### config.mk
export PLATFORM = sky130hd
export DESIGN_NAME = hwloop_ctrl
export DESIGN_NICKNAME = d
export VERILOG_FILES = /design/src/rtl/hwl_pkg.sv /design/src/rtl/hwl_match.sv /design/src/rtl/hwl_state.sv /design/src/rtl/hwl_pcreg.sv /design/src/rtl/hwloop_ctrl.sv
export SDC_FILE = /design/constraint.sdc
export NUM_CORES = 1
export LEC_CHECK = 0
export BUFFER_PORTS_ARGS = -buffer_cell sky130_fd_sc_hd__buf_2
export CAP_MARGIN = 25
export CORE_ASPECT_RATIO = 0.6
export CORE_MARGIN = 2
export CORE_UTILIZATION = 27
export DETAILED_ROUTE_END_ITERATION = 10
export GPL_ROUTABILITY_DRIVEN = 0
export SLEW_MARGIN = 20
export SYNTH_ARGS = -nofsm -noshare
export SYNTH_HDL_FRONTEND = slang
export SYNTH_SLANG_ARGS = --single-unit
### constraint.sdc
create_clock -name clk -period 9 [get_ports clk]
set_clock_uncertainty 0.1 [all_clocks]
set_input_delay 1.35 -clock clk [delete_from_list [all_inputs] [get_ports clk]]
set_output_delay 1.35 -clock clk [all_outputs]
set_load 0.05 [all_outputs]
### src/rtl/hwl_pkg.sv
package hwl_pkg;
  localparam int DEF_AW = 16;
  localparam int DEF_CW = 16;

  typedef enum logic [1:0] {
    ACT_NONE = 2'd0,
    ACT_BACK = 2'd1,
    ACT_EXIT = 2'd2
  } hwl_act_e;
endpackage

### src/rtl/hwl_match.sv
module hwl_match
  import hwl_pkg::*;
#(
  parameter int AW = DEF_AW,
  parameter int CW = DEF_CW
) (
  input  logic          step_i,
  input  logic          active_i,
  input  logic [AW-1:0] npc_i,
  input  logic [AW-1:0] end_i,
  input  logic [CW-1:0] count_i,
  output hwl_act_e      act_o
);
  localparam logic [CW-1:0] ONE = CW'(1);

  logic hit;
  assign hit = step_i && active_i && (npc_i == end_i);

  always_comb begin
    act_o = ACT_NONE;
    if (hit) begin
      if (count_i > ONE) act_o = ACT_BACK;
      else               act_o = ACT_EXIT;
    end
  end
endmodule

### src/rtl/hwl_state.sv
module hwl_state
  import hwl_pkg::*;
#(
  parameter int AW = DEF_AW,
  parameter int CW = DEF_CW
) (
  input  logic          clk,
  input  logic          rst,
  input  logic          start_i,
  input  logic [AW-1:0] top_i,
  input  logic [AW-1:0] end_i,
  input  logic [CW-1:0] count_i,
  input  hwl_act_e      act_i,
  output logic [AW-1:0] top_o,
  output logic [AW-1:0] end_o,
  output logic [CW-1:0] count_o,
  output logic          active_o
);
  logic load;
  assign load = start_i && (count_i != '0);

  always_ff @(posedge clk) begin
    if (rst) begin
      top_o    <= '0;
      end_o    <= '0;
      count_o  <= '0;
      active_o <= 1'b0;
    end else if (load) begin
      top_o    <= top_i;
      end_o    <= end_i;
      count_o  <= count_i;
      active_o <= 1'b1;
    end else begin
      case (act_i)
        ACT_BACK: count_o <= count_o - CW'(1);
        ACT_EXIT: begin
          count_o  <= count_o - CW'(1);
          active_o <= 1'b0;
        end
        default: ;
      endcase
    end
  end
endmodule

### src/rtl/hwl_pcreg.sv
module hwl_pcreg #(
  parameter int AW = hwl_pkg::DEF_AW
) (
  input  logic          clk,
  input  logic          rst,
  input  logic          step_i,
  input  logic [AW-1:0] pc_next_i,
  output logic [AW-1:0] pc_o
);
  always_ff @(posedge clk) begin
    if (rst)         pc_o <= '0;
    else if (step_i) pc_o <= pc_next_i;
  end
endmodule

### src/rtl/hwloop_ctrl.sv
module hwloop_ctrl
  import hwl_pkg::*;
#(
  parameter int AW = DEF_AW,
  parameter int CW = DEF_CW
) (
  input  logic          clk,
  input  logic          rst,
  input  logic          start_i,
  input  logic [AW-1:0] top_i,
  input  logic [AW-1:0] end_i,
  input  logic [CW-1:0] count_i,
  input  logic          step_i,
  input  logic [AW-1:0] npc_i,
  output logic [AW-1:0] pc_next_o,
  output logic          redirect_o,
  output logic [AW-1:0] pc_o,
  output logic          active_o
);
  logic [AW-1:0] top_q;
  logic [AW-1:0] end_q;
  logic [CW-1:0] cnt_q;
  hwl_act_e      act;

  hwl_match #(.AW(AW), .CW(CW)) match_i (
    .step_i   (step_i),
    .active_i (active_o),
    .npc_i    (npc_i),
    .end_i    (end_q),
    .count_i  (cnt_q),
    .act_o    (act)
  );

  hwl_state #(.AW(AW), .CW(CW)) state_i (
    .clk      (clk),
    .rst      (rst),
    .start_i  (start_i),
    .top_i    (top_i),
    .end_i    (end_i),
    .count_i  (count_i),
    .act_i    (act),
    .top_o    (top_q),
    .end_o    (end_q),
    .count_o  (cnt_q),
    .active_o (active_o)
  );

  assign redirect_o = (act == ACT_BACK);
  assign pc_next_o  = redirect_o ? top_q : npc_i;

  hwl_pcreg #(.AW(AW)) pcreg_i (
    .clk       (clk),
    .rst       (rst),
    .step_i    (step_i),
    .pc_next_i (pc_next_o),
    .pc_o      (pc_o)
  );
endmodule

# Word level (Yosys, flattened, before mapping)
# Cells that the tools add are included.
# W data, S select, Z words.
# totals
reg_bits	65
mem_bits_rw	0
mem_count	0
word_cells	24
rom_bits	0
input_bits	68
latchBits	0
# op_classes
n_shift	0
order_cmp	1
multipliers	0
reduce_logical	7
n_eq_ne	3
addsub	1
bitwise_logic	0
div_mod_pow	0
muxes	7
# ops
operator	count
$mux W16	3
$eq A16 B16 Y1	1
$gt A16 B1 Y1 const B	1
$reduce_bool A16 Y1	1
$sub A16 B1 Y16 const B	1
$mux W2	2
$reduce_bool A2 Y1	2
$logic_and A1 B1 Y1	3
$eq A2 B1 Y1 const B	1
$eq A2 B2 Y1 const B	1
$mux W1	2
$reduce_or A2 Y1	1

# Depth between registers and ports, before layout
# Gate-level depths: netlist of the first run.
# logic_depth
word_depth	7
depth_mapped	9

# Cells and area by module
# Synthesis of the first run repeated with hierarchy kept, for this count alone.
# hier_totals
hier_cells	351
hier_area_um2	3119.2
# modules_own_cells
module	seq_area_each_um2	n_inst	cells_per_inst	area_each_um2
hwl_state	980.9	1	250	2049.5
hwl_pcreg	320.3	1	52	580.6
hwloop_ctrl	0.0	1	19	259.0
hwl_match	0.0	1	30	230.2

# Worst setup path after synthesis of the first run
# No wires, ideal clock.
# synth_timing
path_kind	input to output
from	input npc_i[1]
to	output pc_next_o[3]
path_stages	7
required_ns	7.550
t_arrival_ns	3.271
path_buffers	1
slack_ns	4.279
cell_sequence	xor2_1 > nor4_1 > nand4_1 > nor2_1 > clkbuf_1 > nand3_1 > nand2_1
# synth_via
elab_chain_len	5
# synth_rtl
element	line_no	rtl
from (decl)	hwloop_ctrl.sv:14	input logic [AW-1:0] npc_i,
$eq A16 B16 Y1	hwl_match.sv:17	assign hit = step_i && active_i && (npc_i == end_i);
$logic_and A1 B1 Y1	hwl_match.sv:17	
$mux W2	hwl_match.sv:21	if (hit) begin
$eq A2 B1 Y1	hwloop_ctrl.sv:48	assign redirect_o = (act == ACT_BACK);
$mux W16	hwloop_ctrl.sv:49	assign pc_next_o = redirect_o ? top_q : npc_i;
to (decl)	hwloop_ctrl.sv:15	output logic [AW-1:0] pc_next_o,
# Every way passes these cells.

# Worst setup path in the final report of the first run
# layout_timing
from	input npc_i[1]
to	output pc_next_o[8]
# Same word-level chain as after synthesis.

==> impl_metrics.toml, run 1 <==
[status]
status = "finished clean"

[setup_path]
end_kind = "primary output"
rr_worst_depth = 6
critPathMaxStageDelay_ns = 0.66
critPathKind = "in2out"
path_cells = "buf_2 -> xor2_1 -> nor4_1 -> nand4_1 -> nor2_1 -> buf_4 -> nand3_1 -> nand2_1 -> buf_2"
worst_setup_path_start_kind = "primary input"
reg2reg_slack_ns = 5.91
slowest_stage = "nor4_1"
arrival_ns = 3.54
r2r-end = "pcreg_i.pc_o[1]"
cp_max_fo = 19
crit_required_ns = 7.55
r2r_start = "state_i.count_o[4]"
cpMostUsedCell = "buf_2"

[global_routing]
grt_pass1_vias = 3135
antenna_found_initial = 5
use_met1 = 0.2263
overflow = 0
grt_max_degree = 68
grt_first_pass_wirelength_mm = 16.10
met3_usage = 0.06494
grt.met2_usage = 0.2473
grt_busiest_layer = "met2"
track_usage = 0.1644

[yosys]
synth_seq_area_share = 0.4064
synth_top_area_frac = 0.4064
synthesis.area_um2 = 3202
yosysTopAreaCell = "dfxtp_1"
synth_compound_area_frac = 0.2005
synth_top_family_by_area = "simple AND/OR/NAND/NOR gates"
synthFlopType = "dfxtp_1"
synth_area_leaders = "dfxtp_1, nand2_1, a21oi_1, a311oi_2, xor2_1"
netlist_instances = 401
synth-seq-cells = 65
async_flop_share = 0
yosys_warnings = 0
synthXorXnorAreaFrac = 0.05197
synthSimpleGateAreaFrac = 0.2864
synth_fp_nets = 471
synth_edf_count = 0
synth_cell_types = 48
synthMuxAreaShare = 0
syn_avg_cell_area_um2 = 7.985
synthAdderAreaFrac = 0.007816

[place]
dp_hpwl_mm = 7.452
pre_cts_ws_ns = 4.062
io_buffers = 101
place_area_um2 = 3821

[die]
initial_core_util = 0.2806
core_area_um2 = 11410
dieArea_um2 = 12770
num_io_pins = 102
die_w_um = 144.6
rows = 30
die_h_um = 88.35

[timing]
finalSetupViolations = 0
period_needed_ns = 4.989
tns_ns = 0
max_slew_margin = 0.4603
fin_ws_ns = 4.011
tightest_slew_ns = 0.8058
timing.fmax_ghz = 0.2004
slew_violations = 0
rsz0062_at_grt = "no"
fin_crit_sh = 0.5544
hold_violations = 0

[power_and_ir_drop]
power.leakage_nw = 1.735
ir_drop_mv = 0.07806
power_w = 0.0008197
power.density_nw_per_um2 = 197.9

[drt]
drt_first_iter_violations = 243
vias = 3206
drc = 0
ant_nets = 0
routed_wl_mm = 10.18
dr.pass1.iters = 4
vias_per_cell = 4.880
wl_per_cell_um = 15.49

[cells_and_area]
seq_area_um2 = 1301
multi_input_area_um2 = 1753
final_core_util = 0.3630
drive_above_1_share = 0.2921
area_growth_pct = 29.39
final_nets = 559
finish.instance_area_um2 = 4143
fillers = 1213

[cts]
ctsResizeCount = 0
clkLatencyLatePin_ns = 0.32
cts_buffers = 9
path_clk_slew_ns = 0.05
cts_tree = "done"
clock_sinks = 65
clockBufferDepth = 2
postCtsSetupRepairBufs = 0
cts_root_buffer = "clkbuf_16"
htreeDepth = 3
hold_buffers = 0

[worst_hold_path]
min_path_cells = 2
holdPathEnd = "state_i.top_o[11]"
worstHoldStart = "state_i.top_o[11]"
hold_class = "reg2reg"

[flow_run]
drv_cap = 0
-- state kept, by name, indices dropped and copies added (netlist names) --
name              count
state_i.count_o      16
state_i.top_o        16
pcreg_i.pc_o         16
state_i.end_o        16
state_i.active_o      1
-- layer usage --
layer,share of wire,vias up,wire length [um]
li1,-,1604,-
met1,0.48,1498,4857
met2,0.42,97,4322
met3,0.096,5,979
met4,0.00069,2,7
met5,0.0011,-,11
-- metrics by stage --
| step | instances | hold WS, ns |
|---|---|---|
| global route | 654 | 0.3742 |
| detailed placement | 638 | 0.3492 |
| finish | 657 | 0.3576 |
| CTS | 653 | 0.3576 |
| floorplan | 401 | 0.3366 |
| global placement | 637 | 0.3425 |
-- where the power goes --
part | leakage [nW] | total, W | internal (W) | switching (W)
sequential | 0.538 | 0.000318 | 0.000306 | 0.0000119
clock | 0.153 | 0.000367 | 0.000248 | 0.000119
combinational | 1.04 | 0.000134 | 0.0000435 | 0.0000905
-- area by class of cell --
type                    count  area share
clock buffers              12     0.05950
flip-flops and latches     65      0.3141
clock inverters             3     0.01571
well taps                 160     0.04832
multi-input cells         303      0.4231
repair buffers            105      0.1323
inverters                   5    0.004530
diodes                      4    0.002416
-- worst max-delay path by stage --
stage               startpoint             to  slack (ns)  depth (start not counted)
floorplan             npc_i[1]   pc_next_o[3]        4.28                          7
global placement        step_i   pc_next_o[1]        4.10                          8
detailed placement      step_i   pc_next_o[8]        4.06                          9
CTS                     step_i   pc_next_o[8]        4.04                          9
global route            step_i  pc_next_o[13]        3.80                          9
finish                npc_i[1]   pc_next_o[8]        4.01                          9
-- layout by cell type, fill, tap and decap left out, types with 5 or more instances in the layout --
cell type and n:
a311oi_1 14, nor4_1 10, a21oi_1 37, nand3_1 20
xor2_1 15, inv_1 5, o31ai_1 5, nand2_1 94
dfxtp_1 65, clkbuf_16 9, nor3_1 5, a311oi_2 9
buf_2 101, nand2_2 9, nor2_1 34
-- critical path, delay by kind of cell --
family | cells | cell delay [ns]
AND/OR/NAND/NOR | 5 | 1.38
XOR/XNOR | 1 | 0.14
buffers and inverters | 3 | 0.66
-- cell families after synthesis --
family,Yosys count
xor gates and xnor gates,19
DFF,65
AOI/OAI and AO/OA,84
and+or+nand+nor,198
adders and majority gates,2
buffers and inverters,33
-- cells in the mapped netlist (8+ instances only) --
library cell and count:
nand2_1 95, dfxtp_1 65, a21oi_1 37, nor2_1 34
clkbuf_1 20, nand3_1 20, xor2_1 15, a311oi_1 14
nor4_1 10, a311oi_2 9, nand2_2 8
No activity file was read; power rests on OpenSTA's default activity.
==> run 2, diff against run 1 <==
==> constraint.sdc (replaced) <==
create_clock -name clk -period 4 [get_ports clk]
set_clock_uncertainty 0.1 [all_clocks]
set_input_delay 0.6 -clock clk [delete_from_list [all_inputs] [get_ports clk]]
set_output_delay 0.6 -clock clk [all_outputs]
set_load 0.05 [all_outputs]
==> run 2 against run 1 <==
Net effect: worst hold slack lost 0.0057 ns; highest routed layer is now met4; cell area shrank 0.76%; clock power grew 97%.
==> impl_metrics.toml, run 2 (synthesized netlist as in run 1, its figures left out) <==
[worst_hold_path]
min_path_cells = 2
worstHoldStart = "state_i.top_o[8]"
hold_class = "reg2reg"
holdPathEnd = "state_i.top_o[8]"

[setup_path]
critPathMaxStageDelay_ns = 0.51
reg2reg_slack_ns = 1.15
rr_worst_depth = 6
path_cells = "or3_4 -> or4_4 -> or4_4 -> or2_1 -> nand3_1 -> nand2_1 -> buf_2"
r2r-end = "pcreg_i.pc_o[14]"
cp_max_fo = 17
end_kind = "primary output"
slowest_stage = "or2_1"
arrival_ns = 3.10
worst_setup_path_start_kind = "flop"
r2r_start = "state_i.count_o[4]"
crit_required_ns = 3.30
critPathKind = "reg2out"
cpMostUsedCell = "or4_4"

[timing]
max_slew_margin = 0.4933
tightest_slew_ns = 0.7532
timing.hold.ws_ns = 0.3519
rsz0062_at_grt = "no"
finalSetupViolations = 0
timing.fmax_ghz = 0.2628
slew_violations = 0
fin_ws_ns = 0.1955
hold_violations = 0
tns_ns = 0
fin_crit_sh = 0.9511
period_needed_ns = 3.804

[cts]
clock_sinks = 65
postCtsSetupRepairBufs = 0
hold_buffers = 0
ctsResizeCount = 0
cts_buffers = 9
path_clk_slew_ns = 0.05
cts_tree = "done"
clkLatencyLatePin_ns = 0.33
clockBufferDepth = 2
cts_root_buffer = "clkbuf_16"
htreeDepth = 3

[cells_and_area]
area_growth_pct = 28.41
layout_commonest_cell = "buf_2"
layout_common_cells = "buf_2, nand2_1, dfxtp_1, a21oi_1, nor2_1"
drive_above_1_share = 0.2978
finish.instance_area_um2 = 4111
final_nets = 562

[die]
die_h_um = 88.35
num_io_pins = 102
rows = 30
core_area_um2 = 11410
dieArea_um2 = 12770
initial_core_util = 0.2806
die_w_um = 144.6

[drt]
wl_per_cell_um = 15.48
dr.pass1.iters = 4
ant_nets = 0
drt_first_iter_violations = 163
vias_per_cell = 4.927
vias = 3247
drc = 0
routed_wl_mm = 10.20

[power_and_ir_drop]
ir_drop_mv = 0.1907
power_w = 0.001739
power.leakage_nw = 1.732
power.density_nw_per_um2 = 423.0

[global_routing]
antenna_found_initial = 3
grt_first_pass_wirelength_mm = 16.20
track_usage = 0.1678
grt_max_degree = 39
grt_pass1_vias = 3066
overflow = 0

[status]
status = "finished clean"

[place]
pre_cts_ws_ns = 0.5528
io_buffers = 101
dp_hpwl_mm = 7.534
place_area_um2 = 3831

[flow_run]
drv_cap = 0
## run 2: how the worst max path moves through the flow
stage,to,startpoint,slack (ns)
floorplan,pc_next_o[15],state_i.count_o[4],0.65
global placement,pc_next_o[5],npc_i[1],0.51
detailed placement,pc_next_o[9],npc_i[1],0.55
CTS,pc_next_o[5],state_i.count_o[4],0.20
global route,pc_next_o[5],state_i.count_o[4],0.05
finish,pc_next_o[14],state_i.count_o[4],0.20
## run 2: where the power goes
group,switching [W],internal [W],total [W]
clock,0.000274,0.000450,0.000724
combinational,0.000201,0.0000976,0.000299
sequential,0.0000270,0.000689,0.000716
## run 2: layer usage
layer / GRT usage / routed length, um / up-vias
li1: - / - / 1607
met5: 0 / 0 / -
met3: 0.07305 / 862 / 7
met1: 0.2334 / 4998 / 1518
met4: 0.04590 / 76 / 0
met2: 0.2361 / 4263 / 115
## run 2: area by class of cell
type | count | area, um^2
tap | 160 | 200.2
antenna | 2 | 5.005
sequential | 65 | 1301
multi-input combinational | 303 | 1753
timing repair buffer | 108 | 558.0
fill | 1199 | 7300
clock inverter | 3 | 15.01
inverter | 5 | 18.77
clock buffer | 13 | 260.3
## run 2: critical path: cells and delay by family (launching register included)
family	cells	cell delay, ns
buffers and inverters	1	0.21
DFF	1	0.34
and+or+nand+nor	6	2.22
## run 2: metrics by stage
stage,std cells,utilization
floorplan,401,-
finish,659,0.3603
CTS,657,0.3599
global placement,641,0.3357
detailed placement,641,0.3357
global route,658,0.3601
==> run 3, diff against run 2 <==
--- a/config.mk
+++ b/config.mk
@@ -15,4 +15,5 @@
 export SLEW_MARGIN = 20
 export SYNTH_ARGS = -nofsm -noshare
 export SYNTH_HDL_FRONTEND = slang
+export SYNTH_HIERARCHICAL = 1
 export SYNTH_SLANG_ARGS = --single-unit
==> run 3 against run 2 <==
Net effect: die area down 2.5%; count of clock-buffer cells in the layout is 4 lower; non-clock buffer count fell by 3; wire length shrank 12%; utilization is 0.38 points lower; worst hold slack better by 0.0047 ns; cell area down 2.0%.
==> impl_metrics.toml, run 3 <==
[status]
status = "finished clean"

[power_and_ir_drop]
power_switching_w = 0.0005087
clkPwrFrac = 0.446
power_frac_seq = 0.403
power.density_nw_per_um2 = 442.0
internal_power_w = 0.001272
power.leakage_nw = 1.684
power_w = 0.001780
combPwrFrac = 0.151
ir_drop_mv = 0.1711
swShare = 0.2857

[global_routing]
overflow = 0
antenna_found_initial = 4
track_usage = 0.1461
grt_max_degree = 66
grt_first_pass_wirelength_mm = 13.59
grt_pass1_vias = 2567

[yosys]
synth_fp_nets = 421
synthesis.area_um2 = 3119
yosysTopAreaCell = "dfxtp_1"
synth-seq-cells = 65
synth_cell_types = 39
yosys_warnings = 6
synth_seq_area_share = 0.4172
netlist_instances = 351
synthFlopType = "dfxtp_1"
synth_edf_count = 0
synth_top_area_frac = 0.4172
synth_most_common_cell = "nand2_1"
synth_common_cells = "nand2_1, dfxtp_1, a21oi_1, nor2_1, xnor2_1"
async_flop_share = 0
syn_avg_cell_area_um2 = 8.887
synth_area_leaders = "dfxtp_1, nand2_1, a21oi_1, xnor2_1, mux2i_1"

[cts]
hold_buffers = 0
ctsResizeCount = 0
cts_buffers = 9
clock_sinks = 65
cts_root_buffer = "clkbuf_16"
path_clk_slew_ns = 0.06
clockBufferDepth = 2
clkLatencyLatePin_ns = 0.33
cts_tree = "done"
postCtsSetupRepairBufs = 0
htreeDepth = 3

[timing]
slew_violations = 0
period_needed_ns = 3.478
fin_ws_ns = 0.5219
timing.hold.ws_ns = 0.3566
rsz0062_at_grt = "no"
max_slew_margin = 0.5312
tightest_slew_ns = 0.7031
hold_violations = 0
tns_ns = 0
fin_crit_sh = 0.8695
finalSetupViolations = 0
timing.fmax_ghz = 0.2875

[cells_and_area]
final_nets = 515
seq_area_um2 = 1301
layout_commonest_cell = "buf_2"
layout_common_cells = "buf_2, nand2_1, dfxtp_1, nor2_1, a21oi_1"
fin_cells = 613
drive_above_1_share = 0.3222
area_growth_pct = 29.12
multi_input_area_um2 = 1665
fillers = 1189

[place]
dp_hpwl_mm = 6.653
pre_cts_ws_ns = 0.4001
dp_cells = 594
io_buffers = 101

[die]
core_area_um2 = 11300
dieArea_um2 = 12460
die_w_um = 142.8
die_h_um = 87.26
rows = 30
initial_core_util = 0.2761
num_io_pins = 102

[drt]
drc = 0
drt_first_iter_violations = 159
wl_per_cell_um = 14.63
vias_per_cell = 4.613
routed_wl_mm = 8.967
vias = 2828
ant_nets = 0
dr.pass1.iters = 5

[setup_path]
cp_max_fo = 17
crit_required_ns = 3.30
end_kind = "primary output"
worst_setup_path_start_kind = "primary input"
arrival_ns = 2.78
critPathKind = "in2out"

[worst_hold_path]
hold_class = "reg2reg"

[flow_run]
drv_cap = 0
-- run 3: cell types whose count changed in the layout (fill, tap and decap cells not counted), moves of 5 or more --
cell and delta:
nand2_1 -23, mux2i_1 +16, xnor2_1 +15, nand3_1 -14
a311oi_1 -10, a311oi_2 -9, mux2_4 +9, nand2_2 -9
mux2_2 +7, xor2_1 -7, a211oi_1 +5, nor4_1 -5
-- run 3: routing by layer --
metal,share of wire,vias to the layer above,track usage,wire length [um]
met3,0.075,16,0.05827,676
li1,-,1413,-,-
met2,0.39,97,0.1997,3510
met1,0.52,1300,0.2075,4642
met4,0.014,2,0.04680,124
met5,0.0014,-,0,13
-- run 3: stage by stage --
stage	area [um^2]	utilization
2_1_floorplan	3119	-
3_3_place_gp	3714	0.3287
3_5_place_dp	3716	0.3289
4_1_cts	4020	0.3558
5_1_grt	4023	0.3560
6_report	4028	0.3565
-- run 3: cell families after synthesis --
group / share of synthesized area
DFF: 0.4172
muxes: 0.1199
adders and majority gates: 0.008021
AOI/OAI and AO/OA: 0.1167
buffers and inverters: 0.04894
xor gates and xnor gates: 0.07581
and+or+nand+nor: 0.2134
-- run 3: final timing paths --
check | start | to | slack, ns | cells after the start
max reg2reg | state_i/end_o[10] | state_i/count_o[15] | 0.72 | 9
max | npc_i[15] | pc_next_o[13] | 0.52 | 9
min | state_i/top_o[3] | state_i/top_o[3] | 0.36 | 2
min reg2reg | state_i/top_o[3] | state_i/top_o[3] | 0.36 | 2
-- run 3: power groups by stage --
stage	Clock, W	Combinational, W	Sequential (W)
after floorplan	0	0.000154	0.000759
after global placement	0	0.000268	0.000729
after detailed placement	0	0.000270	0.000730
after CTS	0.000812	0.000271	0.000717
after global routing	0.000845	0.000292	0.000722
final	0.000795	0.000269	0.000717
-- run 3: cell type report --
type / count / area share
well taps: 160 / 0.04970
clock inverters: 7 / 0.01957
repair buffers: 105 / 0.1336
clock buffers: 9 / 0.05592
diodes: 3 / 0.001864
inverters: 3 / 0.002796
flip-flops and latches: 65 / 0.3231
multi-input cells: 261 / 0.4135
-- run 3: worst max-delay path: stages --
cell and delay [ns]:
buf_2 0.12, xnor2_1 0.14, nand3_1 0.12, or4_4 0.56
nor2_1 0.16, nor2b_4 0.15, buf_4 0.29, mux2_2 0.40
buf_2 0.21
